File: src/rtl/hsec_pkg.sv
package hsec_pkg;

   function automatic bit is_pow2(int p);
      return (p > 0) && ((p & (p - 1)) == 0);
   endfunction

   // smallest parity count k with 2^k >= data + k + 1
   function automatic int chk_bits(int dw);
      for (int k = 1; k < 7; k++) begin
         if ((1 << k) >= dw + k + 1) return k;
      end
      return 7;
   endfunction

   // codeword position (1-based) of data bit j
   function automatic int data_pos(int j);
      int n;
      n = 0;
      for (int p = 1; p <= 64; p++) begin
         if (!is_pow2(p)) begin
            if (n == j) return p;
            n++;
         end
      end
      return 0;
   endfunction

   // positions whose number has bit k set; parity position itself optional
   function automatic logic [63:0] cover_mask(int k, int cw, bit with_chk);
      logic [63:0] m;
      m = '0;
      for (int p = 1; p <= cw; p++) begin
         if (((p >> k) & 1) == 1 && (with_chk || !is_pow2(p))) m[p-1] = 1'b1;
      end
      return m;
   endfunction

endpackage

File: src/rtl/hsec_enc.sv
module hsec_enc #(
   parameter int DATA_W = 8,
   parameter int CHK_W  = hsec_pkg::chk_bits(DATA_W),
   parameter int CW_W   = DATA_W + CHK_W
) (
   input  logic [DATA_W-1:0] data,
   output logic [CW_W-1:0]   code
);
   logic [CW_W-1:0] placed;
   logic [CHK_W-1:0] par;

   // data scatter into non-power-of-two positions
   for (genvar j = 0; j < DATA_W; j++) begin : g_place
      localparam int POS = hsec_pkg::data_pos(j);
      assign placed[POS-1] = data[j];
   end
   for (genvar k = 0; k < CHK_W; k++) begin : g_hole
      assign placed[(1 << k) - 1] = 1'b0;
   end

   // parity over covered data positions
   for (genvar k = 0; k < CHK_W; k++) begin : g_par
      localparam logic [63:0] MASK = hsec_pkg::cover_mask(k, CW_W, 1'b0);
      assign par[k] = ^(placed & MASK[CW_W-1:0]);
   end

   always_comb begin
      code = placed;
      for (int k = 0; k < CHK_W; k++) code[(1 << k) - 1] = par[k];
   end
endmodule

File: src/rtl/hsec_syn.sv
module hsec_syn #(
   parameter int CHK_W = 4,
   parameter int CW_W  = 12
) (
   input  logic [CW_W-1:0]  code,
   output logic [CHK_W-1:0] syn
);
   // recomputed parity XOR stored parity, folded into one reduction
   for (genvar k = 0; k < CHK_W; k++) begin : g_syn
      localparam logic [63:0] MASK = hsec_pkg::cover_mask(k, CW_W, 1'b1);
      assign syn[k] = ^(code & MASK[CW_W-1:0]);
   end
endmodule

File: src/rtl/hsec_fix.sv
module hsec_fix #(
   parameter int DATA_W = 8,
   parameter int CHK_W  = 4,
   parameter int CW_W   = 12
) (
   input  logic [CW_W-1:0]   code,
   input  logic [CHK_W-1:0]  syn,
   output logic [CW_W-1:0]   fixed,
   output logic [DATA_W-1:0] data,
   output logic              err,
   output logic              uncorr
);
   logic [CW_W-1:0] flip;

   // one-hot position decode; out-of-range syndromes select nothing
   for (genvar p = 1; p <= CW_W; p++) begin : g_dec
      assign flip[p-1] = (syn == CHK_W'(p));
   end

   assign fixed  = code ^ flip;
   assign err    = |syn;
   assign uncorr = ({1'b0, syn} > (CHK_W+1)'(CW_W));

   for (genvar j = 0; j < DATA_W; j++) begin : g_take
      localparam int POS = hsec_pkg::data_pos(j);
      assign data[j] = fixed[POS-1];
   end

   // an out-of-range syndrome decodes to no flip
   always_comb begin
      if (uncorr) a_r8_no_flip: assert (flip == '0);
   end
endmodule

File: src/rtl/hsec_codec.sv
module hsec_codec #(
   parameter int DATA_W  = 8,
   parameter bit REG_OUT = 1'b1,
   localparam int CHK_W  = hsec_pkg::chk_bits(DATA_W),
   localparam int CW_W   = DATA_W + CHK_W
) (
   input  logic              clk,
   input  logic              rst_n,
   input  logic [DATA_W-1:0] wr_data,
   output logic [CW_W-1:0]   wr_code,
   input  logic              rd_en,
   input  logic [CW_W-1:0]   rd_code,
   output logic [DATA_W-1:0] rd_data,
   output logic [CW_W-1:0]   rd_fixed,
   output logic [CHK_W-1:0]  rd_syndrome,
   output logic              rd_err,
   output logic              rd_wb_req,
   output logic              rd_uncorr
);
   if (DATA_W < 1 || CW_W > 64) begin : g_bad_width
      $error("hsec_codec: DATA_W out of supported range");
   end

   logic [CW_W-1:0]   enc_c;
   logic [CHK_W-1:0]  syn_c;
   logic [CW_W-1:0]   fix_c;
   logic [DATA_W-1:0] dat_c;
   logic              err_c, unc_c;
   logic              err_g, wb_g, unc_g;

   hsec_enc #(.DATA_W(DATA_W), .CHK_W(CHK_W), .CW_W(CW_W)) u_enc (
      .data(wr_data), .code(enc_c));

   hsec_syn #(.CHK_W(CHK_W), .CW_W(CW_W)) u_syn (
      .code(rd_code), .syn(syn_c));

   hsec_fix #(.DATA_W(DATA_W), .CHK_W(CHK_W), .CW_W(CW_W)) u_fix (
      .code(rd_code), .syn(syn_c), .fixed(fix_c), .data(dat_c),
      .err(err_c), .uncorr(unc_c));

   assign err_g = rd_en & err_c;
   assign unc_g = rd_en & unc_c;
   assign wb_g  = rd_en & err_c & ~unc_c;

   logic [CW_W-1:0] raw_o;
   logic            vld_o;

   if (REG_OUT) begin : g_reg
      always_ff @(posedge clk or negedge rst_n) begin
         if (!rst_n) begin
            wr_code     <= '0;
            rd_data     <= '0;
            rd_fixed    <= '0;
            rd_syndrome <= '0;
            rd_err      <= 1'b0;
            rd_wb_req   <= 1'b0;
            rd_uncorr   <= 1'b0;
            raw_o       <= '0;
            vld_o       <= 1'b0;
         end else begin
            wr_code     <= enc_c;
            rd_data     <= dat_c;
            rd_fixed    <= fix_c;
            rd_syndrome <= syn_c;
            rd_err      <= err_g;
            rd_wb_req   <= wb_g;
            rd_uncorr   <= unc_g;
            raw_o       <= rd_code;
            vld_o       <= rd_en;
         end
      end
   end else begin : g_comb
      assign wr_code     = enc_c;
      assign rd_data     = dat_c;
      assign rd_fixed    = fix_c;
      assign rd_syndrome = syn_c;
      assign rd_err      = err_g;
      assign rd_wb_req   = wb_g;
      assign rd_uncorr   = unc_g;
      assign raw_o       = rd_code;
      assign vld_o       = rd_en;
   end

   // independent syndrome units on the outputs, used only by the checks
   logic [CHK_W-1:0] enc_chk, fix_chk;
   hsec_syn #(.CHK_W(CHK_W), .CW_W(CW_W)) u_chk_enc (.code(wr_code),  .syn(enc_chk));
   hsec_syn #(.CHK_W(CHK_W), .CW_W(CW_W)) u_chk_fix (.code(rd_fixed), .syn(fix_chk));

   a_r2_enc_valid: assert property (@(posedge clk) disable iff (!rst_n)
      enc_chk == '0);
   a_r5_fixed_valid: assert property (@(posedge clk) disable iff (!rst_n)
      (vld_o && !rd_uncorr) |-> fix_chk == '0);
   a_r3_clean_untouched: assert property (@(posedge clk) disable iff (!rst_n)
      (vld_o && !rd_err) |-> rd_fixed == raw_o);
   a_r4_one_bit_repair: assert property (@(posedge clk) disable iff (!rst_n)
      (vld_o && rd_err && !rd_uncorr) |-> $countones(rd_fixed ^ raw_o) == 1);
   a_r8_pass_through: assert property (@(posedge clk) disable iff (!rst_n)
      rd_uncorr |-> (rd_err && !rd_wb_req && rd_fixed == raw_o));
   a_r7_wb_needs_err: assert property (@(posedge clk) disable iff (!rst_n)
      rd_wb_req |-> (rd_err && !rd_uncorr));
   a_r9_idle_quiet: assert property (@(posedge clk) disable iff (!rst_n)
      !vld_o |-> !(rd_err || rd_wb_req || rd_uncorr));
endmodule

File: config.mk
export PLATFORM = sky130hd
export DESIGN_NAME = hsec_codec
export DESIGN_NICKNAME = d
export VERILOG_FILES = /design/src/rtl/hsec_pkg.sv /design/src/rtl/hsec_enc.sv /design/src/rtl/hsec_syn.sv /design/src/rtl/hsec_fix.sv /design/src/rtl/hsec_codec.sv
export SDC_FILE = /design/constraint.sdc
export NUM_CORES = 1
export LEC_CHECK = 0
export BUFFER_PORTS_ARGS = -buffer_cell sky130_fd_sc_hd__buf_2
export CAP_MARGIN = 20
export CORE_MARGIN = 2
export CORE_UTILIZATION = 51
export CTS_CLUSTER_DIAMETER = 60
export DETAILED_ROUTE_END_ITERATION = 10
export HOLD_SLACK_MARGIN = 0.15
export PLACE_DENSITY = 0.84
export SETUP_SLACK_MARGIN = 0.3
export SYNTH_ARGS = -nofsm -noshare
export SYNTH_HDL_FRONTEND = slang
export SYNTH_SLANG_ARGS = --single-unit
export TNS_END_PERCENT = 100
File: constraint.sdc
create_clock -name clk -period 0.8 [get_ports clk]
set_input_delay 0.04 -clock clk [delete_from_list [all_inputs] [get_ports clk]]
set_output_delay 0.04 -clock clk [all_outputs]
set_load 0.02 [all_outputs]
==> flow_summary.yaml, run 1 <==
outcome:
  run_status: "finished with violations"
  violations: "negative hold slack, negative setup slack"
detailed_routing:
  drcViolationCount: 0
  dr_total_vias: 1259
  drtIter0Drc: 70
  wl_um: 5850
  drtAntennaViolNets: 0
  routed_via_density: 5.70
  post_drt_wl_per_cell_um: 26.5
  drtPass1Iterations: 4
synth:
  yosysMostFrequentCell: "dfrtp_1"
  synth_edf_count: 0
  yosys_warnings: 0
  synth_area_leaders: "dfrtp_1 (52%), xnor2_1 (9.9%), xor2_1 (6.4%), nor4b_2 (6.0%), buf_4 (4.5%)"
  synthTopCellsByCount: "dfrtp_1 (31), xnor2_1 (17), xor2_1 (11)"
  synth_cell_type_count: 20
  netlist_instances: 97
  syn_avg_cell_area_sq_um: 15.5
  synth_top_cell_by_area: "dfrtp_1"
  synth-seq-area-share_pct: 51.6
  synthArstFlopShare_pct: 100
  syn-cell-area_sq_um: 1500
  syn_nets: 120
  synth_top_area_share_pct: 51.6
  synth_ff_type: "dfrtp_1"
  ys_ff_latch: 31
timing:
  setup_ws_ps: -590
  setup_violations: 57
  hold_ws_ps: -426
  fmax_mhz: 720
  relSlewSlack_pct: 76.3
  period_needed_ps: 1390
  fin_crit_sh_pct: 174
  final_max_slew_viol_count: 0
  hold_viol: 46
  rsz0062_at_grt: "yes"
  tightest_slew_ps: 355
global_routing:
  grt_remaining_overflow: 0
  grtUsageTotal_pct: 30.6
  grt_pass1_wl_um: 7190
  grt_max_degree: 19
  grt_pass1_vias: 1301
  antenna_found_initial: 0
clocking:
  htreeDepth: 2
  cts.sinks: 31
  cts_inserted_buffers: 5
  cts_hold_buf: 1
  cts_root_buffer: "clkbuf_4"
  cts_buffer_depth: 2
  cts_tree: "built"
  clkTransAtPathRegs_ps: 110
setup_path:
  required_ps: 1050
  endpoint_kind: "flop"
  critPathArrivalTime_ps: 1640
  crit_path_max_fanout: 7
  crit_type: "in -> reg"
  cp-start-kind: "primary input"
  critPathLaunch: "rd_code[9]"
  critPathCapture: "rd_fixed[4]"
flow_run:
  drv_cap: 0
floorplan:
  die_h_um: 58.3
  die_area_sq_um: 3400
  placementRows: 19
  fp.coreArea_sq_um: 2780
  die_width_um: 58.3
  start_util_pct: 54.1
  pin_count: 62
place:
  dp_slack_ps: -878
  postPlaceCellArea_sq_um: 2010
  place_congestion: 0.778
  hpwlAfterDp_um: 2270
  port_buffers: 61
layout:
  design_area_sq_um: 2660
  finalNetCount: 211
  fin_util_pct: 95.5
  drive_above_1_share_pct: 69.8
  area.growth.synth_to_final_pct: 76.5
power_and_ir_drop:
  peakVddDrop_v: 0.00239
  power_uw: 6350
  p_leak_uw: 0.00125
  power_density_nw_per_um2: 2390
min_path:
  hp-class: "in -> async"
kinds of logic (layout without fill, tap and decap cells):
family | count (synthesis) | count (layout) | share of synthesized area (%)
xor gates and xnor gates | 36 | 38 | 30.1
buffers and inverters | 13 | 103 | 6.32
AOI/OAI and AO/OA | 3 | 3 | 1.75
other | 0 | 1 | 0
DFF | 31 | 31 | 51.6
and+or+nand+nor | 14 | 14 | 10.2
per-layer routing:
layer,up-vias,global-route usage (%),routed length [um]
met5,-,0,0
met4,0,15.6,252
met3,25,6.37,377
met2,85,53.8,3300
met1,640,35.3,1920
li1,509,-,-
area by class of cell:
type | instances | area, sq um
Inverter | 3 | 21.3
Multi-Input combinational cell | 55 | 833
Timing Repair Buffer | 92 | 907
Tap cell | 31 | 38.8
Antenna cell | 1 | 2.50
Fill cell | 54 | 126
Clock buffer | 8 | 68.8
Sequential cell | 31 | 783
placed cells by master, fill, tap and decap left out:
cell / synthesis / final
nand2_1: 1 / 1
o31a_1: 1 / 1
xnor2_2: 0 / 2
xnor2_1: 17 / 10
xor2_4: 2 / 2
nand4_1: 3 / 3
nor4_2: 3 / 2
clkbuf_8: 0 / 2
buf_8: 0 / 3
buf_6: 1 / 49
inv_1: 1 / 1
dlygate4sd3_1: 0 / 1
o211ai_1: 1 / 1
nor4_4: 0 / 1
xor2_1: 11 / 11
buf_12: 0 / 3
buf_4: 9 / 24
xnor3_2: 2 / 4
clkbuf_4: 0 / 5
o311a_1: 1 / 1
buf_2: 0 / 12
clkbuf_1: 0 / 1
diode_2: 0 / 1
nor4b_2: 6 / 2
dfrtp_2: 0 / 6
xor3_2: 2 / 2
nor2_1: 1 / 1
dfrtp_1: 31 / 25
xnor2_4: 2 / 7
nor4b_4: 0 / 4
inv_6: 1 / 2
critical path, cell delays in order:
cell and delay [ps]:
buf_6 120, xor3_2 430, xor2_4 370, inv_6 110, nor4b_2 350, xor2_1 220
power by group:
| part | switching [uW] | leakage [uW] | total [uW] | internal (uW) |
|---|---|---|---|---|
| registers | 205 | 0.000358 | 2050 | 1840 |
| logic | 1640 | 0.000849 | 3180 | 1550 |
| clock network | 602 | 0.0000386 | 1120 | 517 |
through the flow:
stage,TNS (ps),std cells
after floorplan,-8940,97
after global placement,-12950,200
after detailed placement,-14080,200
after CTS,-9460,216
after global routing,-13840,220
final,-12660,221
state kept, by name, summed over array words and instances, names as in the netlist:
register and count:
rd_uncorr 1, wr_code 12, rd_err 1, rd_wb_req 1
rd_data 1, rd_syndrome 4, rd_fixed 11
worst min-delay path by stage:
stage           from         end
2_1_floorplan  rst_n  rd_data[7]
3_3_place_gp   rst_n  wr_code[1]
3_5_place_dp   rst_n  wr_code[1]
4_1_cts        rst_n  wr_code[1]
5_1_grt        rst_n  wr_code[1]
6_report       rst_n  wr_code[1]
what timing repair did:
action / 4_1_cts / 5_1_grt
cloned: 2 / 0
setup buffers: 5 / 4
gates resized for setup: 109 / 10
setup endpoints to repair: 58 / 58
pin swaps: 15 / 11
endpoints found under the hold margin: 58 / 57
(Power assumes the default switching activity.)
==> run 2, diff against run 1 <==
--- a/config.mk
+++ b/config.mk
@@ -13,7 +13,6 @@
 export DETAILED_ROUTE_END_ITERATION = 10
 export HOLD_SLACK_MARGIN = 0.15
 export PLACE_DENSITY = 0.84
-export SETUP_SLACK_MARGIN = 0.3
 export SYNTH_ARGS = -nofsm -noshare
 export SYNTH_HDL_FRONTEND = slang
 export SYNTH_SLANG_ARGS = --single-unit
==> run 2 against run 1 <==
Against the previous run:
- the flow now stops in clock tree synthesis (4_1_cts)
- synthesized cell count unchanged
- area after synthesis unchanged
==> flow_summary.yaml, run 2 <==
clocking:
  cts_root_buffer: "clkbuf_4"
  cts.sinks: 31
  cts_setup_buffers: 8
  cts_buffer_depth: 2
  htreeDepth: 2
  cts_inserted_buffers: 5
  cts_hold_buf: 21
  cts_resized: 111
outcome:
  run_status: "aborted with a tool error"
  error: "[ERROR DPL-0038] Utilization greater than 100%, impossible to legalize"
  stop_stage: "clock tree synthesis (4_1_cts)"
synth:
  yosys_warnings: 0
  synth_top_area_share_pct: 51.6
  synth_edf_count: 0
  synthArstFlopShare_pct: 100
  synth_cell_type_count: 20
  syn-cell-area_sq_um: 1500
  syn_nets: 120
  yosysMostFrequentCell: "dfrtp_1"
  ys_ff_latch: 31
  synth-seq-area-share_pct: 51.6
  synth_area_leaders: "dfrtp_1 (52%), xnor2_1 (9.9%), xor2_1 (6.4%), nor4b_2 (6.0%), buf_4 (4.5%)"
  netlist_instances: 97
  synth_top_cell_by_area: "dfrtp_1"
  syn_avg_cell_area_sq_um: 15.5
  synthTopCellsByCount: "dfrtp_1 (31), xnor2_1 (17), xor2_1 (11)"
  synth_ff_type: "dfrtp_1"
floorplan:
  placementRows: 19
  die_width_um: 58.3
  start_util_pct: 54.1
  pin_count: 62
  die_h_um: 58.3
place:
  port_buffers: 61
  place_congestion: 0.789
  dp_slack_ps: -786
  hpwlAfterDp_um: 2030
## run 2: cell counts after synthesis
Identical to the previous run, type by type.
## run 2: cell families after synthesis
family	share of synthesized area, %
flip-flops	51.6
buffers and inverters	6.32
XOR/XNOR	30.1
AO/OA/AOI/OAI	1.75
AND/OR/NAND/NOR	10.2
## run 2: per-stage QoR
stage	cell area (sq um)	cells	hold slack (ps)	util, %	TNS (ps)
3_3_place_gp	1970	201	-0.716	70.8	-11810
3_5_place_dp	1970	201	1.76	70.8	-12500
2_1_floorplan	1520	97	-256	-	-8920
==> run 3, diff against run 2 <==
--- a/config.mk
+++ b/config.mk
@@ -8,11 +8,9 @@
 export BUFFER_PORTS_ARGS = -buffer_cell sky130_fd_sc_hd__buf_2
 export CAP_MARGIN = 20
 export CORE_MARGIN = 2
-export CORE_UTILIZATION = 51
-export CTS_CLUSTER_DIAMETER = 60
+export CORE_UTILIZATION = 40
 export DETAILED_ROUTE_END_ITERATION = 10
-export HOLD_SLACK_MARGIN = 0.15
-export PLACE_DENSITY = 0.84
+export PLACE_DENSITY_LB_ADDON = 0.15
 export SYNTH_ARGS = -nofsm -noshare
 export SYNTH_HDL_FRONTEND = slang
 export SYNTH_SLANG_ARGS = --single-unit
==> run 3 against run 2 <==
Against the previous run:
- the flow now finishes, with violations (negative setup slack)
==> flow_summary.yaml, run 3 (synthesis gave the netlist of run 1 again) <==
setup_path:
  endpoint_kind: "flop"
  cp-start-kind: "primary input"
  critPathArrivalTime_ps: 1480
  crit_type: "in -> reg"
  required_ps: 1000
  crit_path_max_fanout: 6
clocking:
  cts_inserted_buffers: 5
  cts_root_buffer: "clkbuf_8"
  cts.sinks: 31
  cts_buffer_depth: 2
  clkTransAtPathRegs_ps: 60
  htreeDepth: 2
  cts_tree: "built"
floorplan:
  pin_count: 62
  die_area_sq_um: 4270
  fp.coreArea_sq_um: 3630
  start_util_pct: 41.4
  die_width_um: 65.3
  placementRows: 22
  die_h_um: 65.3
global_routing:
  grt_pass1_vias: 1232
  grt_pass1_wl_um: 5810
  antenna_found_initial: 0
  grt_remaining_overflow: 0
  grtUsageTotal_pct: 18.7
  grt_max_degree: 20
detailed_routing:
  drtAntennaViolNets: 0
  routed_via_density: 4.70
  wl_um: 3580
  post_drt_wl_per_cell_um: 14.4
  drcViolationCount: 0
  dr_total_vias: 1165
  drtIter0Drc: 43
  drtPass1Iterations: 4
min_path:
  hp-class: "in -> reg"
  hold_depth: 2
layout:
  top_regs: "wr_code (12), rd_fixed (11), rd_syndrome (4)"
  layout_common_cells: "buf_6 (47), dfrtp_1 (31), buf_4 (27)"
  fin_util_pct: 76.4
  n_antenna_cell: 0
  largest_reg_flops: 12
  drive_above_1_share_pct: 62.5
  regMostFlops: "wr_code"
  fillCellCount: 228
  final_common_cell: "buf_6"
  finalNetCount: 222
  area.growth.synth_to_final_pct: 84.6
timing:
  period_needed_ps: 1280
  fin_crit_sh_pct: 160
  relSlewSlack_pct: 77.6
  tightest_slew_ps: 335
  setup_violations: 58
  hold_viol: 0
  final_max_slew_viol_count: 0
  setup_ws_ps: -481
  fmax_mhz: 781
  rsz0062_at_grt: "yes"
  tns_ps: -8230
power_and_ir_drop:
  peakVddDrop_v: 0.00119
  power_density_nw_per_um2: 2380
  p_leak_uw: 0.00130
outcome:
  violations: "negative setup slack"
  run_status: "finished with violations"
flow_run:
  drv_cap: 0
place:
  hpwlAfterDp_um: 2210
  place_congestion: 0.717
  port_buffers: 61
  dp_slack_ps: -798
[run 3: critical path, cell delays in order]
cell and delay [ps]:
buf_6 70, xor3_2 460, xor2_4 250, clkinv_4 160
nor4b_4 310, xor2_1 190
[run 3: where the power goes]
| group | total (uW) | internal (uW) | leakage, uW | switching, uW |
|---|---|---|---|---|
| combinational | 3040 | 1590 | 0.000875 | 1450 |
| sequential | 2000 | 1830 | 0.000364 | 166 |
| clock | 1570 | 1010 | 0.0000612 | 562 |
[run 3: final cells by class]
class                           instances  area, sq um  share of cell area [%]
Sequential cell                        31          776                    27.9
Timing Repair Buffer                  103         1000                    36.1
Multi-Input combinational cell         55          800                    28.8
Tap cell                               48         60.1                    2.16
Clock inverter                          2         35.0                    1.26
Clock buffer                            6         82.6                    2.97
Inverter                                3         21.3                   0.766
[run 3: metrics by stage]
step / instance area [sq um] / cells / total power [uW] / hold WS (ps)
2_1_floorplan: 1520 / 97 / 3370 / -256
3_3_place_gp: 2010 / 221 / 4050 / -61.0
3_5_place_dp: 2010 / 221 / 4070 / -60.5
4_1_cts: 2670 / 245 / 6460 / 1.71
5_1_grt: 2780 / 248 / 6890 / 18.5
6_report: 2780 / 248 / 6600 / 4.72
[run 3: metal layers]
metal | track usage (%) | up-vias | part of all wire [%]
met5 | 0 | - | 0
li1 | - | 530 | -
met3 | 4.62 | 12 | 5.9
met2 | 34.8 | 58 | 56
met1 | 19.9 | 565 | 35
met4 | 7.81 | 0 | 2.4
[run 3: what timing repair did]
action	CTS	global route
resized for setup	100	18
pin swaps	17	14
buffers inserted	3	3
setup endpoints to repair	58	58
cloned	2	0
hold endpoints to repair	43	0
hold buffers	11	0
[run 3: worst paths after layout]
kind	startpoint	end	slack (ps)
max	rd_code[3]	rd_fixed[9]	-480
min	wr_data[3]	wr_code[1]	5
min in group asynchronous	rst_n	wr_code[5]	180
max in group asynchronous	rst_n	rd_fixed[7]	230
==> run 4, diff against run 3 <==
--- a/config.mk
+++ b/config.mk
@@ -11,6 +11,7 @@
 export CORE_UTILIZATION = 40
 export DETAILED_ROUTE_END_ITERATION = 10
 export PLACE_DENSITY_LB_ADDON = 0.15
+export SETUP_SLACK_MARGIN = 0.15
 export SYNTH_ARGS = -nofsm -noshare
 export SYNTH_HDL_FRONTEND = slang
 export SYNTH_SLANG_ARGS = --single-unit
==> run 4 against run 3 <==
Against the previous run:
- fmax increased by 0.87%
- core utilization shrank 0.31 points
- sequential power barely moved
- global-route usage shrank 0.69 points
- clock-buffer cell count did not move
- final cell count decreased by 1.2%
- the flow finishes with violations (negative hold slack, negative setup slack)
- first-iteration DRC count shrank 63%
- total power down 6.2%
- via count down 5.8%
- final area is 0.41% lower
- largest cell class unchanged
==> flow_summary.yaml, run 4 (synthesis gave the netlist of run 1 again) <==
setup_path:
  crit_chain: "buf_6 > xor3_2 > xor2_4 > inv_4 > nor4b_2 > xor2_1"
  cp_top_family: "XOR/XNOR gates"
  path_buf_inv: 2
  critPathSlowestCell: "xor3_2"
  endpoint_kind: "flop"
  critPathArrivalTime_ps: 1470
  cp_slowest_stage_delay_ps: 470
  crit_type: "in -> reg"
  crit_path_max_fanout: 6
  cp-start-kind: "primary input"
  required_ps: 1000
detailed_routing:
  drcViolationCount: 0
  drtPass1Iterations: 4
  wl_um: 3470
  drtIter0Drc: 16
  post_drt_wl_per_cell_um: 14.1
  dr_total_vias: 1098
  drtAntennaViolNets: 0
  routed_via_density: 4.48
floorplan:
  die_width_um: 65.3
  start_util_pct: 41.4
  pin_count: 62
  die_h_um: 65.3
  placementRows: 22
  die_area_sq_um: 4270
  fp.coreArea_sq_um: 3630
global_routing:
  grt_remaining_overflow: 0
  antenna_found_initial: 0
  grt_pass1_wl_um: 5580
  grt_pass1_vias: 1179
  grtUsageTotal_pct: 18.0
  grt_max_degree: 32
place:
  port_buffers: 61
  postPlaceCellArea_sq_um: 2020
  hpwlAfterDp_um: 2090
  place_congestion: 0.728
clocking:
  cts_tree: "built"
  cts_inserted_buffers: 5
  cts_root_buffer: "clkbuf_8"
  clkTransAtPathRegs_ps: 60
  htreeDepth: 2
  cts_buffer_depth: 2
  cts.sinks: 31
timing:
  period_needed_ps: 1270
  fmax_mhz: 787
  final_max_slew_viol_count: 0
  relSlewSlack_pct: 81.8
  rsz0062_at_grt: "yes"
  fin_crit_sh_pct: 159
  setup_violations: 57
  setup_ws_ps: -470
  tightest_slew_ps: 272
  hold_viol: 2
  hold_ws_ps: -57.4
layout:
  largest_reg_flops: 12
  top_regs: "wr_code (12), rd_fixed (11), rd_syndrome (4)"
  fin_util_pct: 76.1
  design_area_sq_um: 2770
  layout_common_cells: "buf_6 (51), dfrtp_1 (25), buf_4 (24)"
  fillCellCount: 231
  drive_above_1_share_pct: 66.0
  regMostFlops: "wr_code"
  area.growth.synth_to_final_pct: 83.9
  final_common_cell: "buf_6"
  finalNetCount: 219
  n_antenna_cell: 0
power_and_ir_drop:
  power_uw: 6200
  peakVddDrop_v: 0.00106
  p_leak_uw: 0.00127
  power_density_nw_per_um2: 2240
min_path:
  hp-class: "in -> reg"
outcome:
  run_status: "finished with violations"
  violations: "negative hold slack, negative setup slack"
flow_run:
  drv_cap: 0
==> run 4: where the power goes <==
part / switching [uW] / internal [uW] / leakage (uW) / total [uW]
combinational: 1440 / 1600 / 0.000872 / 3040
sequential: 160 / 1840 / 0.000358 / 2000
clock: 550 / 606 / 0.0000412 / 1160
==> run 4: cell type report <==
class                      instances  area, sq um  area share, %
clock inverter                     2         12.5          0.452
clock buffer                       6         72.6           2.62
timing repair buffer             100         1000           36.3
multi-input combinational         55          813           29.4
tap                               48         60.1           2.17
sequential                        31          783           28.3
inverter                           3         18.8          0.679
==> run 4: what timing repair did <==
action	4_1_cts	5_1_grt
pin swaps	16	8
setup endpoints to repair	58	59
hold buffers	8	1
hold endpoints to repair	42	3
gates resized for setup	118	7
gates cloned	2	0
setup buffers	4	2
==> run 4: path summary, 6_finish.rpt <==
path	startpoint	slack (ps)	to	cells after the start
max in group asynchronous	rst_n	380	rd_data[7]	3
min in group asynchronous	rst_n	240	wr_code[6]	3
min	rd_code[11]	-60	rd_data[7]	2
max	rd_code[3]	-470	rd_fixed[1]	6
==> run 4: layer usage <==
metal  wire, um  vias up  GRT usage [%]
met1       1310      534           20.4
met5          0        -              0
met4         66        0           7.81
met2       1940       37           31.8
met3        149        6           4.79
li1           -      521              -
==> run 4: per-stage QoR <==
stage	setup slack [ps]	setup TNS, ps	instances
3_5_place_dp	-797	-12380	221
3_3_place_gp	-766	-12260	221
4_1_cts	-477	-8090	243
5_1_grt	-527	-9880	245
2_1_floorplan	-601	-8940	97
6_report	-470	-7830	245
